**config.mk**
```make
export PLATFORM = sky130hd
export DESIGN_NAME = lru_frame_tracker
export DESIGN_NICKNAME = d
export VERILOG_FILES = /design/src/rtl/lru_track_pkg.sv /design/src/rtl/lru_recency_matrix.sv /design/src/rtl/lru_min_row_search.sv /design/src/rtl/lru_frame_tracker.sv
export SDC_FILE = /design/constraint.sdc
export NUM_CORES = 1
export LEC_CHECK = 0
export CAP_MARGIN = 10
export CELL_PAD_IN_SITES_DETAIL_PLACEMENT = 1
export CELL_PAD_IN_SITES_GLOBAL_PLACEMENT = 1
export CORE_ASPECT_RATIO = 0.7
export CORE_MARGIN = 3
export CORE_UTILIZATION = 40
export DETAILED_ROUTE_END_ITERATION = 8
export GPL_TIMING_DRIVEN = 0
export PLACE_DENSITY_LB_ADDON = 0.12
export SLEW_MARGIN = 20
export SYNTH_ARGS = -nofsm -noshare
export SYNTH_HDL_FRONTEND = slang
export SYNTH_SLANG_ARGS = --single-unit
```
**constraint.sdc**
```tcl
create_clock -name clk -period 20.2 [get_ports clk]
set_input_delay 3.03 -clock clk [delete_from_list [all_inputs] [get_ports clk]]
set_output_delay 3.03 -clock clk [all_outputs]
set_load 0.02 [all_outputs]
```
**src/rtl/lru_track_pkg.sv**
```systemverilog
`timescale 1ns/1ps
// Package: lru_track_pkg
// Shared sizing constants and helpers for the frame recency tracker.
// Assumes frame counts between 2 and MAX_FRAMES.
package lru_track_pkg;

    // Upper bound on the frame count; keeps the matrix at 4096 bits or fewer.
    localparam int MAX_FRAMES = 64;

    // Width of a frame number for a given frame count (at least 1 bit).
    function automatic int idx_bits(input int n);
        return (n <= 2) ? 1 : $clog2(n);
    endfunction

endpackage

```
**src/rtl/lru_recency_matrix.sv**
```systemverilog
`timescale 1ns/1ps
// Module: lru_recency_matrix
// Holds the N-by-N recency matrix. A touch of frame k fills row k with ones
// and empties column k in the same edge; the column clear wins on bit (k,k).
// Assumes touch_idx is already range-checked by the caller.
module lru_recency_matrix #(
    parameter int NUM_FRAMES = 8,
    parameter int IDX_W      = 3,
    localparam int CELLS     = NUM_FRAMES * NUM_FRAMES
) (
    input  logic                 clk,
    input  logic                 rst_n,
    input  logic                 touch,
    input  logic [IDX_W-1:0]     touch_idx,
    output logic [CELLS-1:0]     rows_flat
);

    logic [NUM_FRAMES-1:0] mat_q [NUM_FRAMES];
    logic [NUM_FRAMES-1:0] mat_d [NUM_FRAMES];
    logic [NUM_FRAMES-1:0] col_bits [NUM_FRAMES];
    logic                  was_reset_q;

    // Next-state per cell: column clear first, then row set, else hold.
    for (genvar r = 0; r < NUM_FRAMES; r++) begin : g_row
        for (genvar c = 0; c < NUM_FRAMES; c++) begin : g_col
            logic col_hit;
            logic row_hit;
            assign col_hit = touch && (touch_idx == IDX_W'(c));
            assign row_hit = touch && (touch_idx == IDX_W'(r));
            assign mat_d[r][c] = col_hit ? 1'b0 :
                                 row_hit ? 1'b1 : mat_q[r][c];
            assign col_bits[c][r] = mat_q[r][c];
        end
        assign rows_flat[r*NUM_FRAMES +: NUM_FRAMES] = mat_q[r];
    end

    // Matrix register with synchronous active-low clear.
    always_ff @(posedge clk) begin
        for (int r = 0; r < NUM_FRAMES; r++) begin
            if (!rst_n) mat_q[r] <= '0;
            else        mat_q[r] <= mat_d[r];
        end
    end

    // Remembers that the previous edge was a reset edge (checking only).
    always_ff @(posedge clk) begin
        was_reset_q <= ~rst_n;
    end

    // after a reset edge the whole matrix is zero.
    p_reset_clear_r1: assert property (@(posedge clk) disable iff (!rst_n)
        was_reset_q |-> (rows_flat == '0));

    // an edge without a touch leaves every bit as it was.
    p_idle_hold_r7: assert property (@(posedge clk) disable iff (!rst_n)
        ($past(rst_n) && !$past(touch)) |-> (rows_flat == $past(rows_flat)));

    for (genvar k = 0; k < NUM_FRAMES; k++) begin : g_chk
        // after a touch of k, row k is all ones except its own bit.
        p_row_set_r2: assert property (@(posedge clk) disable iff (!rst_n)
            ($past(rst_n) && $past(touch && (touch_idx == IDX_W'(k))))
            |-> (mat_q[k] == ~(NUM_FRAMES'(1) << k)));
        // after a touch of k, column k is empty.
        p_col_clear_r3: assert property (@(posedge clk) disable iff (!rst_n)
            ($past(rst_n) && $past(touch && (touch_idx == IDX_W'(k))))
            |-> (col_bits[k] == '0));
    end

endmodule

```
**src/rtl/lru_min_row_search.sv**
```systemverilog
`timescale 1ns/1ps
// Module: lru_min_row_search
// Combinational search for the row with the smallest unsigned value.
// A linear chain of compare stages; a later row replaces the running best
// only when strictly smaller, so ties keep the lowest frame number.
// Assumes row bit 0 is the least significant bit.
module lru_min_row_search #(
    parameter int NUM_FRAMES = 8,
    parameter int IDX_W      = 3,
    localparam int CELLS     = NUM_FRAMES * NUM_FRAMES
) (
    input  logic [CELLS-1:0]  rows_flat,
    output logic [IDX_W-1:0]  min_idx
);

    logic [NUM_FRAMES-1:0] best_val [NUM_FRAMES];
    logic [IDX_W-1:0]      best_idx [NUM_FRAMES];

    // Stage 0 seeds the chain with frame 0.
    assign best_val[0] = rows_flat[0 +: NUM_FRAMES];
    assign best_idx[0] = '0;

    // Each later stage keeps the running best unless its row is strictly smaller.
    for (genvar i = 1; i < NUM_FRAMES; i++) begin : g_stage
        logic [NUM_FRAMES-1:0] cand;
        logic                  take;
        assign cand = rows_flat[i*NUM_FRAMES +: NUM_FRAMES];
        assign take = cand < best_val[i-1];
        assign best_val[i] = take ? cand : best_val[i-1];
        assign best_idx[i] = take ? IDX_W'(i) : best_idx[i-1];
    end

    assign min_idx = best_idx[NUM_FRAMES-1];

endmodule

```
**src/rtl/lru_frame_tracker.sv**
```systemverilog
`timescale 1ns/1ps
// Module: lru_frame_tracker
// Top of the least-recently-used frame tracker. Range-checks the touch,
// updates the recency matrix, searches for the smallest row and registers
// the victim. The victim flag drops for one cycle after each touch, since the
// registered victim was taken from the matrix before that touch.
// Assumes 2 <= NUM_FRAMES <= MAX_FRAMES; touches of frame numbers at or
// above NUM_FRAMES are dropped.
module lru_frame_tracker
    import lru_track_pkg::*;
#(
    parameter int NUM_FRAMES = 8,
    localparam int IDX_W     = idx_bits(NUM_FRAMES),
    localparam int CELLS     = NUM_FRAMES * NUM_FRAMES
) (
    input  logic              clk,
    input  logic              rst_n,
    input  logic              acc_valid,
    input  logic [IDX_W-1:0]  acc_frame,
    output logic [IDX_W-1:0]  victim_frame,
    output logic              victim_valid
);

    localparam logic [IDX_W:0] FRAMES_EXT = (IDX_W+1)'(NUM_FRAMES);

    // Elaboration guard on the frame count.
    if (NUM_FRAMES < 2 || NUM_FRAMES > MAX_FRAMES) begin : g_bad_size
        $error("lru_frame_tracker: NUM_FRAMES out of range");
    end

    logic              acc_hit;
    logic [CELLS-1:0]  rows_flat;
    logic [IDX_W-1:0]  min_idx;
    logic [IDX_W-1:0]  victim_q;
    logic              valid_q;

    // Accept only touches that name an existing frame.
    assign acc_hit = acc_valid && ({1'b0, acc_frame} < FRAMES_EXT);

    lru_recency_matrix #(
        .NUM_FRAMES (NUM_FRAMES),
        .IDX_W      (IDX_W)
    ) u_matrix (
        .clk       (clk),
        .rst_n     (rst_n),
        .touch     (acc_hit),
        .touch_idx (acc_frame),
        .rows_flat (rows_flat)
    );

    lru_min_row_search #(
        .NUM_FRAMES (NUM_FRAMES),
        .IDX_W      (IDX_W)
    ) u_search (
        .rows_flat (rows_flat),
        .min_idx   (min_idx)
    );

    // Victim register: captures the search result of the pre-edge matrix.
    always_ff @(posedge clk) begin
        if (!rst_n) begin
            victim_q <= '0;
            valid_q  <= 1'b0;
        end else begin
            victim_q <= min_idx;
            valid_q  <= ~acc_hit;
        end
    end

    assign victim_frame = victim_q;
    assign victim_valid = valid_q;

    // Row of the reported victim, for the output checks below.
    logic [NUM_FRAMES-1:0] vic_row;
    assign vic_row = rows_flat[int'(victim_frame)*NUM_FRAMES +: NUM_FRAMES];

    // a touch drops the valid flag on the next cycle.
    p_valid_drop_r6: assert property (@(posedge clk) disable iff (!rst_n)
        acc_hit |=> !victim_valid);

    // an idle edge raises the valid flag on the next cycle.
    p_valid_rise_r6: assert property (@(posedge clk) disable iff (!rst_n)
        !acc_hit |=> victim_valid);

    for (genvar i = 0; i < NUM_FRAMES; i++) begin : g_out_chk
        logic [NUM_FRAMES-1:0] row_i;
        assign row_i = rows_flat[i*NUM_FRAMES +: NUM_FRAMES];
        // a valid victim row is no larger than any row.
        p_victim_min_r4: assert property (@(posedge clk) disable iff (!rst_n)
            victim_valid |-> (vic_row <= row_i));
        // every lower-numbered frame has a strictly larger row.
        p_tie_low_r5: assert property (@(posedge clk) disable iff (!rst_n)
            (victim_valid && (victim_frame > IDX_W'(i))) |-> (row_i > vic_row));
    end

endmodule

```
==> impl_metrics.csv <==
group,metric,value,unit
outcome,status,"completed",
floorplanning,die_area,11100,sq um
synth,yosysTopAreaCellShare,30.5,%
critical_path,worst-path-max-fanout,10,
synth,synth_nets,554,
synth,yosysMostFrequentCell,"nor2_1",
layout,nets,573,
min_path,min_path_type,"reg -> reg",
timing,fmax,0.0667,GHz
clock_tree,hold_buffers,0,
synth,synth-seq-cells,60,
floorplanning,rows,29,
clock_tree,cts_resized,0,
placement,pre_cts_ws,5.50,ns
synth,synthCells,511,
critical_path,cp_num_buf_inv,8,
timing,finalHoldViolCount,0,
placement,hpwl,9760,microns
floorplanning,start_util,42.2,%
grt,grt_pass1_wl,20700,microns
detailed_routing,ant_nets,0,
detailed_routing,drt_iter0_markers,224,
clock_tree,clk_pin_slew,0.06,ns
synth,synthArstFlopShare,0,%
clock_tree,cts_tree,"built",
synth,synth_edf_count,0,
critical_path,worst_path_max_delay_cell,"a211oi_1",
critical_path,cp_top_family,"compound AO/OA/AOI/OAI gates",
synth,yosys.area.top_type,"dfxtp_1",
run,drv_cap,0,
synth,dominantRegCellSynth,"dfxtp_1",
synth,ys_warn_count,0,
clock_tree,htree_levels,3,
synth,syn-cell-area,3940,sq um
clock_tree,numCtsBuffers,9,
timing,worst_slack,5.20,ns
timing,setup_tns,0,ns
placement,placed_cell_area,4180,sq um
timing,relSlewSlack,25.7,%
grt,grt_max_degree,12,
critical_path,slowest_delay,0.62,ns
detailed_routing,drc,0,
layout,drive_gt1_share,7.66,%
synth,avgSynthCellArea,7.70,sq um
timing,finalMaxSlewViolations,0,
floorplanning,die_y,89.0,microns
synth,yosysSeqAreaShare,30.5,%
detailed_routing,dr.pass1.iters,5,
detailed_routing,wirelength,12600,microns
grt,grt-ovfl-total,0,
timing,rsz0062_at_grt,"no",
critical_path,crit_path_end_kind,"flop",
floorplanning,pin_count,10,
pwr,power,0.803,mW
layout,n_antenna_cell,0,
detailed_routing,num_vias,3777,
layout,n_fill_cell,1158,
synth,synth.distinct_cells,62,
floorplanning,core,9330,sq um
synth,synth_area_leaders,"dfxtp_1 31%, nor2_1 14%, ha_1 12%, a21oi_1 4.5%, inv_1 2.3%",
critical_path,cpMostUsedCell,"ha_1",
pwr,ir_drop,0.000100,V
grt,grt_pass1_vias,3828,
grt,grt_usage,23.9,%
critical_path,required,20.44,ns
pwr,powerDensity,178,nW/um^2
grt,antenna_found_initial,0,
critical_path,crit_path_start_kind,"flop",
timing,post-route-min-period,15.00,ns
timing,tightest_slew,1.11,ns
pwr,power_leakage,1.86,nW
floorplanning,fp.dieW,125,microns
clock_tree,postCtsSetupRepairBufs,0,
placement,gp_congestion,0.906,
critical_path,cp.arrival,15.24,ns
timing,setup_viol_count_final,0,
timing,skew,0.0101,ns
detailed_routing,vias_per_cell,5.73,
timing,post-route-period-util,74.2,%
synth,synth_commonest_cells,"148 x nor2_1, 60 x dfxtp_1, 37 x ha_1",
critical_path,crit_type,"reg -> reg",
clock_tree,insertion_delay,0.33,ns
clock_tree,cts_root_buf,"clkbuf_16",
layout,syn_to_final_growth,14.5,%
detailed_routing,wl_per_cell,19.2,microns
clock_tree,cts.path.max_buffers,2,
clock_tree,cts.sinks,60,
placement,io_buffer_count,8,
layout,fin_area,4510,sq um
## worst min-delay path: cells and delay by family, from the launching register on
family / cells / cell delay (ns)
flip-flops: 1 / 0.32
AND/OR/NAND/NOR: 2 / 0.12
## cell type report
cell class / instances / area (sq um) / area share (%)
Buffer: 11 / 82.6 / 1.83
Clock buffer: 11 / 243 / 5.38
Clock inverter: 5 / 85.1 / 1.89
Inverter: 25 / 93.8 / 2.08
Multi-Input combinational cell: 415 / 2570 / 57.0
Sequential cell: 60 / 1200 / 26.6
Tap cell: 124 / 155 / 3.44
Timing Repair Buffer: 8 / 80.1 / 1.78
## power breakdown
part | switching [mW] | internal [mW] | total, mW
Combinational | 0.303 | 0.199 | 0.502
Sequential | 0.00459 | 0.126 | 0.130
Clock | 0.0589 | 0.112 | 0.171
Total | 0.367 | 0.436 | 0.803
## worst paths after layout
path              cells past startpoint            startpoint  slack [ns]              endpoint
setup / recovery                     61  u_matrix.mat_q[0][7]        5.20       victim_frame[1]
hold / removal                        2  u_matrix.mat_q[0][6]        0.47  u_matrix.mat_q[0][6]
setup reg to reg                     61  u_matrix.mat_q[0][7]        5.20       victim_frame[1]
hold reg to reg                       2  u_matrix.mat_q[0][6]        0.47  u_matrix.mat_q[0][6]
## per-stage QoR
| stage | hold slack, ns | utilization (%) | std cells |
|---|---|---|---|
| final | 0.475 | 48.3 | 659 |
| after global routing | 0.508 | 48.3 | 659 |
| after floorplan | 0.440 | - | 511 |
| after global placement | 0.455 | 44.7 | 643 |
| after detailed placement | 0.472 | 44.8 | 643 |
| after CTS | 0.485 | 48.3 | 659 |
## per-layer routing
| layer | vias up | GRT usage, % | wire (microns) |
|---|---|---|---|
| met2 | 80 | 37.5 | 5280 |
| li1 | 1843 | - | - |
| met1 | 1836 | 34.6 | 6630 |
| met3 | 18 | 4.18 | 571 |
| met5 | - | 0 | 0 |
| met4 | 0 | 5.27 | 152 |
## state kept, by name, summed over array words and instances, names as in the netlist
register	cells
u_matrix.mat_q	56
victim_frame	3
victim_valid	1
## cell families after synthesis
logic type / synth area share [%]
AND/OR/NAND/NOR: 27.3
multiplexers: 3.21
AO/OA/AOI/OAI: 22.0
adder cells (fa/ha/maj): 12.3
XOR/XNOR: 0.223
flip-flops: 30.5
buffers and inverters: 4.48
## cells in the final DEF (no fill, tap or decap), types with 4 or more instances in the layout
cell,n
ha_1,37
o21ai_0,15
inv_1,24
a211oi_1,7
o21a_1,4
nand3_1,11
clkbuf_1,6
and3_1,4
a21o_1,9
nand2b_1,13
nor2b_1,4
o211ai_1,8
clkbuf_16,9
buf_6,5
dfxtp_1,60
a21oi_1,35
nor2_1,148
nand2_1,23
mux2i_1,7
and2_1,4
clkdlybuf4s50_1,8
o21ai_1,5
nor3_1,13
No activity file was read; power rests on OpenSTA's default activity.
